File: config.mk
export PLATFORM = sky130hd
export DESIGN_NAME = gfp_port
export DESIGN_NICKNAME = d
export VERILOG_FILES = /design/src/rtl/gfp_pkg.sv /design/src/rtl/gfp_sync.sv /design/src/rtl/gfp_regs.sv /design/src/rtl/gfp_line_sense.sv /design/src/rtl/gfp_port.sv
export SDC_FILE = /design/constraint.sdc
export NUM_CORES = 1
export LEC_CHECK = 0
export BUFFER_PORTS_ARGS = -buffer_cell sky130_fd_sc_hd__buf_4
export CAP_MARGIN = 20
export CORE_UTILIZATION = 25
export DETAILED_ROUTE_END_ITERATION = 7
export GPL_ROUTABILITY_DRIVEN = 0
export PLACE_DENSITY = 0.39
export SKIP_LAST_GASP = 1
export SYNTH_ARGS = -nofsm -noshare
export SYNTH_HDL_FRONTEND = slang
export SYNTH_SLANG_ARGS = --single-unit
File: constraint.sdc
create_clock -name clk -period 2.8 [get_ports clk]
set_input_delay 0.42 -clock clk [delete_from_list [all_inputs] [get_ports clk]]
set_output_delay 0.42 -clock clk [all_outputs]
set_load 0.02 [all_outputs]
File: src/rtl/gfp_pkg.sv
package gfp_pkg;
  localparam int unsigned GFP_AW = 4;

  typedef enum logic [GFP_AW-1:0] {
    A_DIR  = 4'd0,
    A_POL  = 4'd1,
    A_SENS = 4'd2,
    A_MASK = 4'd3,
    A_OSET = 4'd4,
    A_OCLR = 4'd5,
    A_STAT = 4'd6,
    A_SPI  = 4'd7,
    A_PWM  = 4'd8
  } gfp_addr_e;
endpackage

File: src/rtl/gfp_sync.sv
module gfp_sync #(
  parameter int unsigned W      = 8,
  parameter int unsigned STAGES = 2
) (
  input  logic         clk,
  input  logic         rst_n,
  input  logic [W-1:0] d_i,
  output logic [W-1:0] q_o
);
  logic [W-1:0] st_q [STAGES];

  always_ff @(posedge clk or negedge rst_n) begin
    if (!rst_n) begin
      for (int s = 0; s < STAGES; s++) st_q[s] <= '0;
    end else begin
      st_q[0] <= d_i;
      for (int s = 1; s < STAGES; s++) st_q[s] <= st_q[s-1];
    end
  end

  assign q_o = st_q[STAGES-1];
endmodule

File: src/rtl/gfp_regs.sv
module gfp_regs
  import gfp_pkg::*;
#(
  parameter int unsigned N = 8
) (
  input  logic              clk,
  input  logic              rst_n,
  input  logic              we_i,
  input  logic [GFP_AW-1:0] addr_i,
  input  logic [N-1:0]      wdata_i,
  input  logic [N-1:0]      status_i,
  output logic [N-1:0]      rdata_o,
  output logic [N-1:0]      dir_q,
  output logic [N-1:0]      pol_q,
  output logic [N-1:0]      sens_q,
  output logic [N-1:0]      mask_q,
  output logic [N-1:0]      out_q,
  output logic [N-1:0]      spi_q,
  output logic [N-1:0]      pwm_q,
  output logic [N-1:0]      stat_clr_o
);
  logic [N-1:0] dir_d, pol_d, sens_d, mask_d, out_d, spi_d, pwm_d;
  logic         ld;

  assign ld = we_i;

  always_comb begin
    dir_d  = dir_q;
    pol_d  = pol_q;
    sens_d = sens_q;
    mask_d = mask_q;
    out_d  = out_q;
    spi_d  = spi_q;
    pwm_d  = pwm_q;
    stat_clr_o = '0;
    if (we_i) begin
      case (gfp_addr_e'(addr_i))
        A_DIR:  dir_d  = wdata_i;
        A_POL:  pol_d  = wdata_i;
        A_SENS: sens_d = wdata_i;
        A_MASK: mask_d = wdata_i;
        A_OSET: out_d  = out_q | wdata_i;
        A_OCLR: out_d  = out_q & ~wdata_i;
        A_STAT: stat_clr_o = wdata_i;
        A_SPI:  spi_d  = wdata_i;
        A_PWM:  pwm_d  = wdata_i;
        default: ;
      endcase
    end
  end

  always_ff @(posedge clk or negedge rst_n) begin
    if (!rst_n) begin
      dir_q  <= '0;
      pol_q  <= '0;
      sens_q <= '0;
      mask_q <= '0;
      out_q  <= '0;
      spi_q  <= '0;
      pwm_q  <= '0;
    end else if (ld) begin
      dir_q  <= dir_d;
      pol_q  <= pol_d;
      sens_q <= sens_d;
      mask_q <= mask_d;
      out_q  <= out_d;
      spi_q  <= spi_d;
      pwm_q  <= pwm_d;
    end
  end

  always_comb begin
    case (gfp_addr_e'(addr_i))
      A_DIR:  rdata_o = dir_q;
      A_POL:  rdata_o = pol_q;
      A_SENS: rdata_o = sens_q;
      A_MASK: rdata_o = mask_q;
      A_OSET: rdata_o = out_q;
      A_OCLR: rdata_o = out_q;
      A_STAT: rdata_o = status_i;
      A_SPI:  rdata_o = spi_q;
      A_PWM:  rdata_o = pwm_q;
      default: rdata_o = '0;
    endcase
  end

  // a set write drives every written-one bit high on the next cycle
  p_oset_r2: assert property (@(posedge clk) disable iff (!rst_n)
    (we_i && addr_i == A_OSET) |=> ((out_q & $past(wdata_i)) == $past(wdata_i)));

  // a clear write drives every written-one bit low on the next cycle
  p_oclr_r2: assert property (@(posedge clk) disable iff (!rst_n)
    (we_i && addr_i == A_OCLR) |=> ((out_q & $past(wdata_i)) == '0));
endmodule

File: src/rtl/gfp_line_sense.sv
module gfp_line_sense (
  input  logic clk,
  input  logic rst_n,
  input  logic sync_i,
  input  logic pol_i,
  input  logic edge_mode_i,
  input  logic enable_i,
  input  logic clr_i,
  output logic flag_o,
  output logic active_o
);
  logic prev_q;
  logic eflag_q, eflag_d;
  logic edge_hit;
  logic level_flag;

  assign edge_hit   = enable_i & (pol_i ? (prev_q & ~sync_i) : (~prev_q & sync_i));
  assign level_flag = enable_i & (sync_i ^ pol_i);
  assign active_o   = level_flag;

  always_comb begin
    if (edge_mode_i && enable_i) eflag_d = (eflag_q & ~clr_i) | edge_hit;
    else                         eflag_d = 1'b0;
  end

  always_ff @(posedge clk or negedge rst_n) begin
    if (!rst_n) begin
      prev_q  <= 1'b0;
      eflag_q <= 1'b0;
    end else begin
      prev_q  <= sync_i;
      eflag_q <= eflag_d;
    end
  end

  assign flag_o = edge_mode_i ? eflag_q : level_flag;

  // an edge flag holds while no clear arrives
  p_edge_sticky_r4: assert property (@(posedge clk) disable iff (!rst_n)
    (eflag_q && edge_mode_i && enable_i && !clr_i) |=> eflag_q);

  // an edge flag only rises when the pin changed in the selected direction
  p_edge_needs_change_r4: assert property (@(posedge clk) disable iff (!rst_n)
    $rose(eflag_q) |-> ($past(sync_i) != $past(prev_q)));

  // a clear with no new edge empties the flag
  p_w1c_r6: assert property (@(posedge clk) disable iff (!rst_n)
    (clr_i && !edge_hit) |=> !eflag_q);

  // level mode keeps the edge flag empty
  p_level_no_sticky_r3: assert property (@(posedge clk) disable iff (!rst_n)
    !edge_mode_i |=> !eflag_q);
endmodule

File: src/rtl/gfp_port.sv
module gfp_port
  import gfp_pkg::*;
#(
  parameter int unsigned NLINES = 8,
  parameter int unsigned SYNC_STAGES = 2
) (
  input  logic              clk,
  input  logic              rst_n,
  input  logic              reg_we,
  input  logic [GFP_AW-1:0] reg_addr,
  input  logic [NLINES-1:0] reg_wdata,
  output logic [NLINES-1:0] reg_rdata,
  input  logic [NLINES-1:0] pin_in,
  output logic [NLINES-1:0] pin_out,
  output logic [NLINES-1:0] pin_oe,
  input  logic [NLINES-1:1] spi_sel_n_i,
  output logic              spi_ss_in_n_o,
  output logic              pwm_shutdown_o,
  output logic              wake_o,
  output logic              irq_o
);
  logic [1:0]        rst_pipe_q;
  logic              rst_n_int;
  logic [NLINES-1:0] pin_sync;
  logic [NLINES-1:0] dir_q, pol_q, sens_q, mask_q, out_q, spi_q, pwm_q;
  logic [NLINES-1:0] stat_clr, status, active;
  logic [NLINES-1:0] spi_own;

  // reset asserts at once, releases on a clock edge
  always_ff @(posedge clk or negedge rst_n) begin
    if (!rst_n) rst_pipe_q <= 2'b00;
    else        rst_pipe_q <= {rst_pipe_q[0], 1'b1};
  end
  assign rst_n_int = rst_pipe_q[1];

  gfp_sync #(.W(NLINES), .STAGES(SYNC_STAGES)) u_sync (
    .clk  (clk),
    .rst_n(rst_n_int),
    .d_i  (pin_in),
    .q_o  (pin_sync)
  );

  gfp_regs #(.N(NLINES)) u_regs (
    .clk       (clk),
    .rst_n     (rst_n_int),
    .we_i      (reg_we),
    .addr_i    (reg_addr),
    .wdata_i   (reg_wdata),
    .status_i  (status),
    .rdata_o   (reg_rdata),
    .dir_q     (dir_q),
    .pol_q     (pol_q),
    .sens_q    (sens_q),
    .mask_q    (mask_q),
    .out_q     (out_q),
    .spi_q     (spi_q),
    .pwm_q     (pwm_q),
    .stat_clr_o(stat_clr)
  );

  assign spi_own = {spi_q[NLINES-1:1], 1'b0};
  assign pin_oe  = dir_q | spi_own;
  assign pin_out = (spi_own & {spi_sel_n_i, 1'b0}) | (~spi_own & out_q);

  for (genvar i = 0; i < NLINES; i++) begin : g_line
    gfp_line_sense u_sense (
      .clk        (clk),
      .rst_n      (rst_n_int),
      .sync_i     (pin_sync[i]),
      .pol_i      (pol_q[i]),
      .edge_mode_i(sens_q[i]),
      .enable_i   (~pin_oe[i]),
      .clr_i      (stat_clr[i]),
      .flag_o     (status[i]),
      .active_o   (active[i])
    );
  end

  assign irq_o          = |(status & mask_q);
  assign wake_o         = |(mask_q & ~pin_oe & (pin_in ^ pol_q));
  assign pwm_shutdown_o = |(pwm_q & active);
  assign spi_ss_in_n_o  = spi_q[0] ? pin_sync[0] : 1'b1;

  // line 0 not handed to SPI keeps the select input idle
  p_ss_idle_r9: assert property (@(posedge clk) disable iff (!rst_n_int)
    !spi_q[0] |-> spi_ss_in_n_o);

  // with every line driven, no wake-up can appear
  p_wake_blocked_r11: assert property (@(posedge clk) disable iff (!rst_n_int)
    (&pin_oe) |-> !wake_o);

  // no interrupt while the mask is empty
  p_irq_masked_r7: assert property (@(posedge clk) disable iff (!rst_n_int)
    (mask_q == '0) |-> !irq_o);
endmodule

# ---- Word-level counts from Yosys, hierarchy flattened
# Cells that the tools add are included.
dict set report word_totals {
  reg_bits 90
  latchBits 0
  mem_bits_rw 0
  romBits 0
  inputBits 30
  output_inout_bits 28
  elab_cells 186
  memories 0
}
dict set report op_classes {
  addsub 0
  n_mul 0
  n_div 0
  magnitude_cmp 0
  n_eq_ne 8
  n_shift 0
  n_mux 29
  bitwise 102
  reduce_logical 21
}
# operator count
set op_table {}
lappend op_table {{case mux 8 bit (8 select lines)} 1}
lappend op_table {{AND 8 bit} 7}
lappend op_table {{AND 1 bit} 40}
lappend op_table {{inverter 1 bit} 32}
lappend op_table {{2-to-1 mux 1 bit} 25}
lappend op_table {{inverter 8 bit} 3}
lappend op_table {{OR 8 bit} 3}
lappend op_table {{OR reduction 8 bit} 3}
lappend op_table {{== test 4 x 3 -> 1 bit, second input constant} 4}
lappend op_table {{2-to-1 mux 8 bit} 2}
lappend op_table {{case mux 8 bit (2 select lines)} 1}
lappend op_table {{AND reduction 2 bit} 7}
lappend op_table {{== test 4 x 2 -> 1 bit, second input constant} 2}
lappend op_table {{logical AND 1 bit} 8}
lappend op_table {{OR 1 bit} 8}
lappend op_table {{bitwise XOR 1 bit} 8}
lappend op_table {{bitwise XOR 8 bit} 1}
lappend op_table {{== test 4 x 1 -> 1 bit, second input constant} 1}
lappend op_table {{== test 4 bit, second input constant} 1}
lappend op_table {{zero test 4 bit} 1}
lappend op_table {{nonzero test 2 bit} 1}
lappend op_table {{OR reduction 2 bit} 1}

# ---- Logic depth before layout (Yosys ltp)
# Gate-level depths: netlist of the first run.
dict set report depth {
  word_depth 7
  mapped_depth 7
  ltp_nobuf 5
}

# ---- By module
# Synthesis of the first run repeated with hierarchy kept, for this count alone.
dict set report unflattened {
  cells_unflattened 387
  hier_area_um2 4573.1
}
# mod n_inst cells_each area_per_inst_um2 seq_area_each_um2
set by_module_without_submodules {}
lappend by_module_without_submodules {gfp_regs 1 211 2753.9 1401.3}
lappend by_module_without_submodules {gfp_line_sense 8 12 116.4 50.0}
lappend by_module_without_submodules {gfp_sync 1 24 460.4 400.4}
lappend by_module_without_submodules {gfp_port 1 56 427.9 50.0}

# ---- Least setup slack after synthesis of the first run
# OpenSTA, ideal clock, no wires.
dict set report synth_path {
  path_type {input-to-output}
  from {input reg_addr[1]}
  to {output reg_rdata[4]}
  t_arrival_ps 1930
  required_time_ps 2380
  path_slack_ps 450
  cell_stages 5
  path_cell_list {buf_4 -> buf_4 -> buf_4 -> nand3_1 -> o311ai_0}
}
dict set report synth_between {
  elab_chain_len 3
  elab_cells_between_ends 11
  cone_classes {eq/ne: 8; mux: 1; reduce/logical: 2}
}
# element line_no
set synth_rtl {}
lappend synth_rtl {{start, declared} gfp_port.sv:10} ;# input logic [GFP_AW-1:0] reg_addr,
lappend synth_rtl {{== test 4 x 3 -> 1 bit} gfp_regs.sv:73} ;# case (gfp_addr_e'(addr_i))
lappend synth_rtl {{OR reduction 2 bit (no line)} n/a}
lappend synth_rtl {{case mux 8 bit (8 select lines) *} gfp_regs.sv:73}
lappend synth_rtl {{end, declared} gfp_port.sv:12} ;# output logic [NLINES-1:0] reg_rdata,
# Mark *: on every way between the ends. The rest lies on a longest branch, timed or not.

# ---- Worst setup path in the final report of the first run
dict set report layout_path {
  from {register u_regs.spi_q[5]}
  to {output reg_rdata[5]}
}
dict set report layout_between {
  elab_chain_len 5
}
# element line_no
set layout_rtl {}
lappend layout_rtl {{start, declared} gfp_regs.sv:18} ;# output logic [N-1:0] spi_q,
lappend layout_rtl {{start signal, assigned} gfp_regs.sv:67} ;# spi_q <= spi_d;
lappend layout_rtl {{OR 8 bit} gfp_port.sv:62} ;# assign pin_oe = dir_q | spi_own;
lappend layout_rtl {{inverter 1 bit} gfp_port.sv:72} ;# .enable_i (~pin_oe[i]),
lappend layout_rtl {{AND 1 bit} gfp_line_sense.sv:18} ;# assign level_flag = enable_i & (sync_i ^ pol_i);
lappend layout_rtl {{2-to-1 mux 1 bit} gfp_line_sense.sv:36} ;# assign flag_o = edge_mode_i ? eflag_q : level_flag;
lappend layout_rtl {{case mux 8 bit (8 select lines) *} gfp_regs.sv:73}
# Marked as above.

==> results of run 1 <==
## cells in the mapped netlist, drive strengths merged (2+ instances only)
library cell	n	share of area
buf	17	0.023
a22oi	5	0.0083
a211o	4	0.0077
o21ai	14	0.015
or4	4	0.0066
nor4bb	2	0.0044
a221oi	3	0.0058
mux2	56	0.14
and3	4	0.0055
nand3b	4	0.0083
nor2b	2	0.0028
nand2	38	0.033
nand2b	6	0.0083
nand3	19	0.022
xnor2	8	0.015
o22ai	3	0.0041
a31oi	4	0.0055
xor2	8	0.015
o311a	7	0.015
nor2	22	0.018
a32oi	4	0.0077
dfrtp	90	0.50
nor3b	10	0.019
a21boi	7	0.012
a21oi	10	0.011
nand4	4	0.0055
mux2i	9	0.020
inv	8	0.0066
nor4	2	0.0028
o221ai	5	0.0096
nor3	5	0.0055
and2	2	0.0033
## stage by stage
| stage | setup slack, ns | hold slack, ns | instance area (µm²) | power (mW) | utilization |
|---|---|---|---|---|---|
| 2_1_floorplan | 0.108 | 0.124 | 4540 | 2.43 | - |
| 3_3_place_gp | 0.546 | 0.202 | 5200 | 2.90 | 0.297 |
| 3_5_place_dp | 0.550 | 0.205 | 5200 | 2.90 | 0.297 |
| 4_1_cts | 0.329 | 0.179 | 5470 | 4.02 | 0.312 |
| 5_1_grt | 0.166 | 0.182 | 5470 | 4.19 | 0.312 |
| 6_report | 0.271 | 0.195 | 5470 | 3.95 | 0.312 |
## sequential cells by signal, indices dropped and copies added, names as in the netlist, named ones only
signal	count
u_regs.mask_q	8
u_sync.q_o	8
u_regs.pwm_q	8
u_regs.sens_q	8
u_regs.spi_q	8
rst_pipe_q	2
u_regs.dir_q	8
u_sync.st_q	8
g_line.u_sense.prev_q	8
u_regs.pol_q	8
g_line.u_sense.eflag_q	8
## cell type report
cell class                 instances  area, µm²  share of cell area
tap                              225        282              0.0515
clock inverter                     3       17.5             0.00320
clock buffer                      12        236              0.0432
inverter                           8       30.0             0.00549
sequential                        90       2260               0.412
multi-input combinational        287       2150               0.394
timing repair buffer              64        495              0.0906
## critical path: cells and delay by family (launching register included)
family | cells | cell delay [ns]
and+or+nand+nor | 2 | 0.61
DFF | 1 | 0.45
AOI/OAI and AO/OA | 2 | 0.38
buffers and inverters | 2 | 0.32
## power breakdown
part           internal, mW  switching, mW  total, mW
Combinational         0.507          0.543       1.05
Sequential             1.52          0.300       1.82
Clock                 0.594          0.490       1.08
## cells by family after synthesis
kind of cell | count (synthesis) | synth area share
AO/OA/AOI/OAI | 74 | 0.117
buffers and inverters | 25 | 0.0298
multiplexers | 66 | 0.164
other | 1 | 0.000826
XOR/XNOR | 16 | 0.0309
AND/OR/NAND/NOR | 130 | 0.162
flip-flops | 90 | 0.496
## cell usage in the layout (no fill, tap or decap), types with 4 or more instances in the layout
cell type	instances
sky130_fd_sc_hd__a22oi_1	5
sky130_fd_sc_hd__or4_1	4
sky130_fd_sc_hd__nor2_1	22
sky130_fd_sc_hd__o311a_1	7
sky130_fd_sc_hd__nand2_1	36
sky130_fd_sc_hd__nor3_1	5
sky130_fd_sc_hd__o221ai_1	5
sky130_fd_sc_hd__a211o_1	4
sky130_fd_sc_hd__nand3_1	18
sky130_fd_sc_hd__xor2_1	8
sky130_fd_sc_hd__mux2i_1	9
sky130_fd_sc_hd__nand2b_1	6
sky130_fd_sc_hd__clkbuf_16	9
sky130_fd_sc_hd__a32oi_1	4
sky130_fd_sc_hd__nand4_1	4
sky130_fd_sc_hd__dfrtp_1	89
sky130_fd_sc_hd__a21boi_0	7
sky130_fd_sc_hd__nor3b_1	9
sky130_fd_sc_hd__inv_1	8
sky130_fd_sc_hd__o21ai_0	14
sky130_fd_sc_hd__a31oi_1	4
sky130_fd_sc_hd__mux2_2	56
sky130_fd_sc_hd__and3_1	4
sky130_fd_sc_hd__buf_4	62
sky130_fd_sc_hd__a21oi_1	10
sky130_fd_sc_hd__xnor2_1	8
## metal layers
layer	wire (µm)	track usage	up-vias
met2	6480	0.252	98
met4	430	0.0728	0
li1	-	-	1605
met3	790	0.0370	21
met5	0	0	-
met1	6640	0.226	1708
## worst paths after layout
| kind | startpoint | end | depth (start not counted) |
|---|---|---|---|
| worst max-delay path | u_regs.spi_q[5]$_DFFE_PN0P_ | reg_rdata[5] | 6 |
| worst min-delay path | pin_in[3] | u_sync.st_q[11]$_DFF_PN0_ | 1 |
| worst max register to register | u_regs.pol_q[0]$_DFFE_PN0P_ | g_line[0].u_sense.eflag_q$_DFF_PN0_ | 4 |
| worst min register to register | u_sync.st_q[13]$_DFF_PN0_ | u_sync.q_o[5]$_DFF_PN0_ | 0 |
| max in group asynchronous | rst_pipe_q[1]$_DFF_PN0_ | g_line[6].u_sense.prev_q$_DFF_PN0_ | 1 |
| min in group asynchronous | rst_pipe_q[1]$_DFF_PN0_ | u_sync.st_q[10]$_DFF_PN0_ | 0 |
## timing repair
item,4_1_cts,5_1_grt
endpoints found under the hold margin,2,0
resized for setup,0,0
hold buffers,1,0
==> impl_metrics.yaml, run 1 <==
timing:
  max_freq_mhz: 395
  totalNegativeSetupSlack_ns: 0
  finalSetupViolCount: 0
  timing_worst_slew_pin_value_ns: 0.643
  final_hold_viol_count: 0
  worst_clock_skew_ns: 0.00554
  report.final.slew_viol_count: 0
  unrepaired_setup_endpoints_after_global_routing: "no"
  min_period_ns: 2.53
  layout_worst_path_cycle_share: 0.903
  maxSlewHeadroom: 0.571
final_layout:
  stdcell_count: 689
  fill_cells: 1829
  layout.nets: 490
  syn2layout_area_growth_pct: 20.5
  antenna-diode-count: 0
  final_layout_size_suffix_gt1_frac: 0.306
clocking:
  h_tree_depth_reported_by_cts: 3
  path_clk_slew_ns: 0.06
  post-cts-setup-buffers: 0
  cts-buffers-inserted: 9
  root_buffer: "sky130_fd_sc_hd__clkbuf_16"
  clock-sinks: 90
  cts_buffer_depth: 2
  tritoncts: "done"
  clk_latency_ns: 0.34
global_routing:
  antenna_found_initial: 0
  global_route.usage.total: 0.166
  grt_pass1_vias: 3548
  grt_pass1_wl_um: 22300
  grt_start_max_net_pins: 48
  globalRouteOverflowTotal: 0
route:
  totalWireLength_um: 14300
  dr_wl_cell_um: 20.8
  via_per_inst: 4.98
  route.antenna.remaining_nets: 0
  drcViolationCount: 0
  vias: 3432
  drt_iter0_markers: 251
  drt_pass1_iterations: 4
critical_path:
  cp_slowest_cell: "sky130_fd_sc_hd__dfrtp_1"
  type_of_the_worst_setup_path: "flop to output port"
  cp_data_required_time_ns: 2.38
  slowest_delay_ns: 0.45
  regToRegSetupSlack_ns: 1.69
  critPathCaptureType: "output port"
  crit_arrival_ns: 2.11
  crit_fanout: 4
  element_type_at_the_critical_path_start: "flop"
  crit_chain: "nor2_1 > inv_1 > nor3_1 > a21oi_1 > o221ai_1 > buf_4"
logic_synthesis:
  async_reset_ff_frac: 1.00
  synth.lib_cells_used.distinct: 55
  synth-seq-cells: 90
  ys_seq_area_frac: 0.496
  synthesis.area_per_instance_um2: 11.3
  ys_warn_count: 0
  synth_edf_count: 0
  synthFlopType: "sky130_fd_sc_hd__dfrtp_1"
  postSynthNetCount: 432
  syn-cell-area_mm2: 0.00454
  synthCells: 402
status:
  outcome: "complete, no violations"
pwr:
  leakage_nw: 2.38
  power_density_mw_per_mm2: 722
  vdd_ir_drop_max_mv: 0.311
floorplan:
  num_rows: 48
  die_area_mm2: 0.0187
  num_io_pins: 58
  die_w_um: 137
  chipHeight_um: 137
  core-area_mm2: 0.0175
  starting_density_of_the_core: 0.259
placed_design:
  hpwl_um: 10000
  io_buffers: 57
  place_inst: 673
job:
  cap_viol_max_count: 0
min_path:
  hp-class: "primary input to flop"
Note: power is estimated with default switching activity, not from simulation.
==> run 2: changes to the inputs <==
Settings changed: BUFFER_PORTS_ARGS -buffer_cell sky130_fd_sc_hd__buf_4 to unset, DONT_BUFFER_PORTS set to 1, PLACE_DENSITY 0.39 to 0.35.
Clock period 2.8 ns to 2.9 ns, I/O delays scaled along.
==> impl_metrics.yaml, run 2 (synthesis gave the netlist of run 1 again) <==
clocking:
  holdBufCountCts: 1
  post-cts-setup-buffers: 0
  post_cts_resized: 0
  tritoncts: "done"
  root_buffer: "sky130_fd_sc_hd__clkbuf_16"
  cts_buffer_depth: 2
  clk_latency_ns: 0.35
  cts-buffers-inserted: 9
  path_clk_slew_ns: 0.06
  h_tree_depth_reported_by_cts: 3
  clock-sinks: 90
timing:
  layout_worst_path_cycle_share: 0.867
  final_hold_viol_count: 0
  report.final.slew_viol_count: 0
  unrepaired_setup_endpoints_after_global_routing: "no"
  worst_clock_skew_ns: 0.0116
  timing_worst_slew_pin_value_ns: 0.717
  finalSetupViolCount: 0
  max_freq_mhz: 398
  holdWs_ns: 0.111
  maxSlewHeadroom: 0.531
  min_period_ns: 2.52
  totalNegativeSetupSlack_ns: 0
critical_path:
  cp-startpoint: "u_regs.pol_q[7]$_DFFE_PN0P_"
  timing.rr.end: "g_line[0].u_sense.eflag_q$_DFF_PN0_"
  crit_arrival_ns: 2.08
  regToRegSetupSlack_ns: 1.76
  crit_chain: "xnor2_1 > nor3_1 > mux2i_1 > o221ai_1"
  path_delay_family: "compound AO/OA/AOI/OAI gates"
  cp_slowest_cell: "sky130_fd_sc_hd__o221ai_1"
  worstPathBufferInverterCount: 0
  count_of_cells_along_the_worst_register_to_register_path: 4
  slowest_delay_ns: 0.59
  critical_path.endpoint: "reg_rdata[7]"
  worst_r2r_startpoint: "u_regs.pol_q[0]$_DFFE_PN0P_"
  cp_data_required_time_ns: 2.47
  type_of_the_worst_setup_path: "flop to output port"
  critPathCaptureType: "output port"
  element_type_at_the_critical_path_start: "flop"
  worstSetupPathDepth: 4
  crit_fanout: 6
route:
  via_per_inst: 5.12
  route.antenna.remaining_nets: 0
  drt_pass1_iterations: 4
  drcViolationCount: 0
  dr_wl_cell_um: 22.3
  drt_iter0_markers: 191
  vias: 3238
  totalWireLength_um: 14100
final_layout:
  syn2layout_area_growth_pct: 11.8
  layout_commonest_cell: "sky130_fd_sc_hd__dfrtp_1"
  final_layout_size_suffix_gt1_frac: 0.211
  multi_input_area_mm2: 0.00216
  most-common-layout-cells: "sky130_fd_sc_hd__dfrtp_1, sky130_fd_sc_hd__mux2_2, sky130_fd_sc_hd__nand2_1"
  finish.instance_area_mm2: 0.00508
  seqCellArea_mm2: 0.00226
  layout.nets: 432
  fill_cells: 1860
  antenna-diode-count: 0
floorplan:
  num_rows: 48
  die_area_mm2: 0.0187
  num_io_pins: 58
  chipHeight_um: 137
  core-area_mm2: 0.0175
  die_w_um: 137
  starting_density_of_the_core: 0.259
pwr:
  power_density_mw_per_mm2: 730
  leakage_nw: 2.12
  vdd_ir_drop_max_mv: 0.276
global_routing:
  global_route.usage.total: 0.163
  grt_pass1_wl_um: 21600
  grt_start_max_net_pins: 56
  grt_pass1_vias: 3309
  globalRouteOverflowTotal: 0
  antenna_found_initial: 0
placed_design:
  io_buffers: 0
  hpwl_um: 9970
  placement.cell_area_mm2: 0.00478
job:
  cap_viol_max_count: 0
min_path:
  hp-class: "primary input to flop"
status:
  outcome: "complete, no violations"
[run 2: how the worst min path moves through the flow]
stage | startpoint | endpoint | depth (start not counted)
floorplan | rst_n | rst_pipe_q[0]$_DFF_PN0_ | 0
global placement | rst_n | rst_pipe_q[0]$_DFF_PN0_ | 0
detailed placement | rst_n | rst_pipe_q[0]$_DFF_PN0_ | 0
CTS | pin_in[3] | u_sync.st_q[11]$_DFF_PN0_ | 0
global route | pin_in[4] | u_sync.st_q[12]$_DFF_PN0_ | 0
finish | pin_in[4] | u_sync.st_q[12]$_DFF_PN0_ | 0
[run 2: per-layer routing]
| layer | global-route usage | vias to the layer above | wire length (µm) |
|---|---|---|---|
| li1 | - | 1488 | - |
| met1 | 0.217 | 1659 | 6340 |
| met2 | 0.250 | 78 | 6530 |
| met3 | 0.0470 | 13 | 943 |
| met4 | 0.0605 | 0 | 267 |
| met5 | 0 | - | 0 |
[run 2: final cells by class]
cell class,count,share of cell area
multi-input cells,287,0.425
clock buffers,13,0.0493
clock inverters,3,0.00789
repair buffers,6,0.0118
inverters,8,0.00592
flip-flops and latches,90,0.444
well taps,225,0.0555
[run 2: where the power goes]
group / switching [mW] / internal (mW) / total (mW)
Clock: 0.474 / 0.690 / 1.16
Combinational: 0.451 / 0.347 / 0.798
Sequential: 0.282 / 1.46 / 1.75
Total: 1.21 / 2.50 / 3.71
[run 2: metrics by stage]
step | power [mW] | instances | util | setup slack [ns]
after floorplan | 2.35 | 402 | - | 0.208
after global placement | 2.58 | 615 | 0.272 | 0.726
final | 3.71 | 632 | 0.289 | 0.385
after detailed placement | 2.58 | 615 | 0.272 | 0.742
after CTS | 3.78 | 632 | 0.289 | 0.357
after global routing | 3.92 | 632 | 0.289 | 0.209
==> run 3: changes to the inputs <==
Settings changed: PLACE_DENSITY 0.35 to 0.37.
Clock period 2.9 ns to 2.3 ns, I/O delays scaled along.
==> impl_metrics.yaml, run 3 (synthesis gave the netlist of run 1 again) <==
floorplan:
  num_rows: 48
  core-area_mm2: 0.0175
  num_io_pins: 58
  chipHeight_um: 137
  die_w_um: 137
  die_area_mm2: 0.0187
  starting_density_of_the_core: 0.259
global_routing:
  grt_pass1_vias: 3328
  global_route.usage.total: 0.167
  grt_start_max_net_pins: 46
  globalRouteOverflowTotal: 0
  antenna_found_initial: 0
  grt_pass1_wl_um: 22000
clocking:
  h_tree_depth_reported_by_cts: 3
  clk_latency_ns: 0.35
  path_clk_slew_ns: 0.07
  cts-buffers-inserted: 9
  post-cts-setup-buffers: 0
  tritoncts: "done"
  clock-sinks: 90
  root_buffer: "sky130_fd_sc_hd__clkbuf_16"
  cts_buffer_depth: 2
critical_path:
  worstPathBufferInverterCount: 0
  critPathCaptureType: "output port"
  type_of_the_worst_setup_path: "flop to output port"
  path_delay_family: "flip-flops"
  cp_data_required_time_ns: 1.96
  cp_slowest_cell: "sky130_fd_sc_hd__dfrtp_1"
  crit_fanout: 6
  crit_chain: "xnor2_1 > nor3_4 > a221oi_1 > nand4_1"
  slowest_delay_ns: 0.46
  crit_arrival_ns: 1.88
  element_type_at_the_critical_path_start: "flop"
final_layout:
  stdcell_count: 646
  antenna-diode-count: 0
  layout_commonest_cell: "sky130_fd_sc_hd__dfrtp_1"
  multi_input_area_mm2: 0.00219
  seqCellArea_mm2: 0.00226
  fill_cells: 1832
  most-common-layout-cells: "sky130_fd_sc_hd__dfrtp_1, sky130_fd_sc_hd__mux2_2, sky130_fd_sc_hd__nand2_1"
  finish.instance_area_mm2: 0.00524
  syn2layout_area_growth_pct: 15.5
  layout.nets: 446
  final_layout_size_suffix_gt1_frac: 0.254
placed_design:
  placement.cell_area_mm2: 0.00484
  hpwl_um: 10200
  io_buffers: 0
  place_inst: 626
pwr:
  vdd_ir_drop_max_mv: 0.366
  power_density_mw_per_mm2: 934
  leakage_nw: 2.20
route:
  drt_pass1_iterations: 4
  drcViolationCount: 0
  totalWireLength_um: 14500
  route.antenna.remaining_nets: 0
  dr_wl_cell_um: 22.4
  drt_iter0_markers: 195
  vias: 3263
  via_per_inst: 5.05
timing:
  timing_worst_slew_pin_value_ns: 0.632
  final_hold_viol_count: 0
  totalNegativeSetupSlack_ns: 0
  min_period_ns: 2.23
  holdWs_ns: 0.0196
  layout_worst_path_cycle_share: 0.968
  maxSlewHeadroom: 0.579
  worst_clock_skew_ns: 0.00561
  report.final.slew_viol_count: 0
  unrepaired_setup_endpoints_after_global_routing: "yes"
  finalSetupViolCount: 0
  max_freq_mhz: 449
status:
  outcome: "complete, no violations"
job:
  cap_viol_max_count: 0
min_path:
  hp-class: "primary input to flop"
run 3: changes by cell type in the layout (fill, tap and decap cells not counted), moves of 2 or more:
cell,delta
sky130_fd_sc_hd__inv_2,+2
sky130_fd_sc_hd__buf_4,+11
sky130_fd_sc_hd__clkbuf_1,-3
sky130_fd_sc_hd__nor3_1,-2
sky130_fd_sc_hd__inv_1,-2
sky130_fd_sc_hd__clkinvlp_4,+2
sky130_fd_sc_hd__dlygate4sd3_1,+3
run 3: worst register-to-register path, delay by kind of cell, from the launching register on:
family           cells  cell delay [ns]
AND/OR/NAND/NOR      2             0.38
flip-flops           1             0.46
AO/OA/AOI/OAI        2             0.24
run 3: final timing paths:
check                                            start                                   to  slack (ns)  depth (start not counted)
setup / recovery           u_regs.pol_q[2]$_DFFE_PN0P_                                irq_o        0.07                          4
setup reg to reg           u_regs.pol_q[0]$_DFFE_PN0P_  g_line[0].u_sense.eflag_q$_DFF_PN0_        1.14                          4
max in group asynchronous      rst_pipe_q[1]$_DFF_PN0_  g_line[7].u_sense.eflag_q$_DFF_PN0_        1.27                          1
min in group asynchronous                        rst_n              rst_pipe_q[1]$_DFF_PN0_        0.22                          1
hold reg to reg                rst_pipe_q[1]$_DFF_PN0_          u_regs.spi_q[2]$_DFFE_PN0P_        0.34                          0
hold / removal                               pin_in[7]            u_sync.st_q[15]$_DFF_PN0_        0.02                          0
run 3: per-layer routing:
layer,part of all wire,vias up,global-route usage
li1,-,1517,-
met1,0.48,1673,0.232
met2,0.47,69,0.256
met3,0.048,4,0.0415
met4,0.0037,0,0.0481
met5,0,-,0
run 3: per-stage QoR:
stage,util,setup slack (ns),power [mW]
finish,0.299,0.0730,4.90
global placement,0.276,0.353,3.25
global route,0.299,-0.0199,5.18
floorplan,-,0.0995,2.96
detailed placement,0.276,0.292,3.26
CTS,0.296,0.0282,4.95
run 3: repair_timing:
action | in CTS | in global routing
hold buffers | 1 | 3
pin swaps | 0 | 2
hold endpoints to repair | 2 | 3
resized for setup | 2 | 6
endpoints found under the setup margin | 3 | 4
run 3: layout make-up:
class | instances | share of cell area
timing repair buffer | 20 | 0.0301
sequential | 90 | 0.430
clock buffer | 10 | 0.0456
multi-input combinational | 287 | 0.418
tap | 225 | 0.0537
clock inverter | 6 | 0.0169
inverter | 8 | 0.00573
run 3: report_power, final:
group          internal (mW)  leakage [nW]  switching, mW
Clock                  0.984         0.155          0.655
Combinational          0.472         0.944          0.588
Sequential              1.84          1.10          0.353
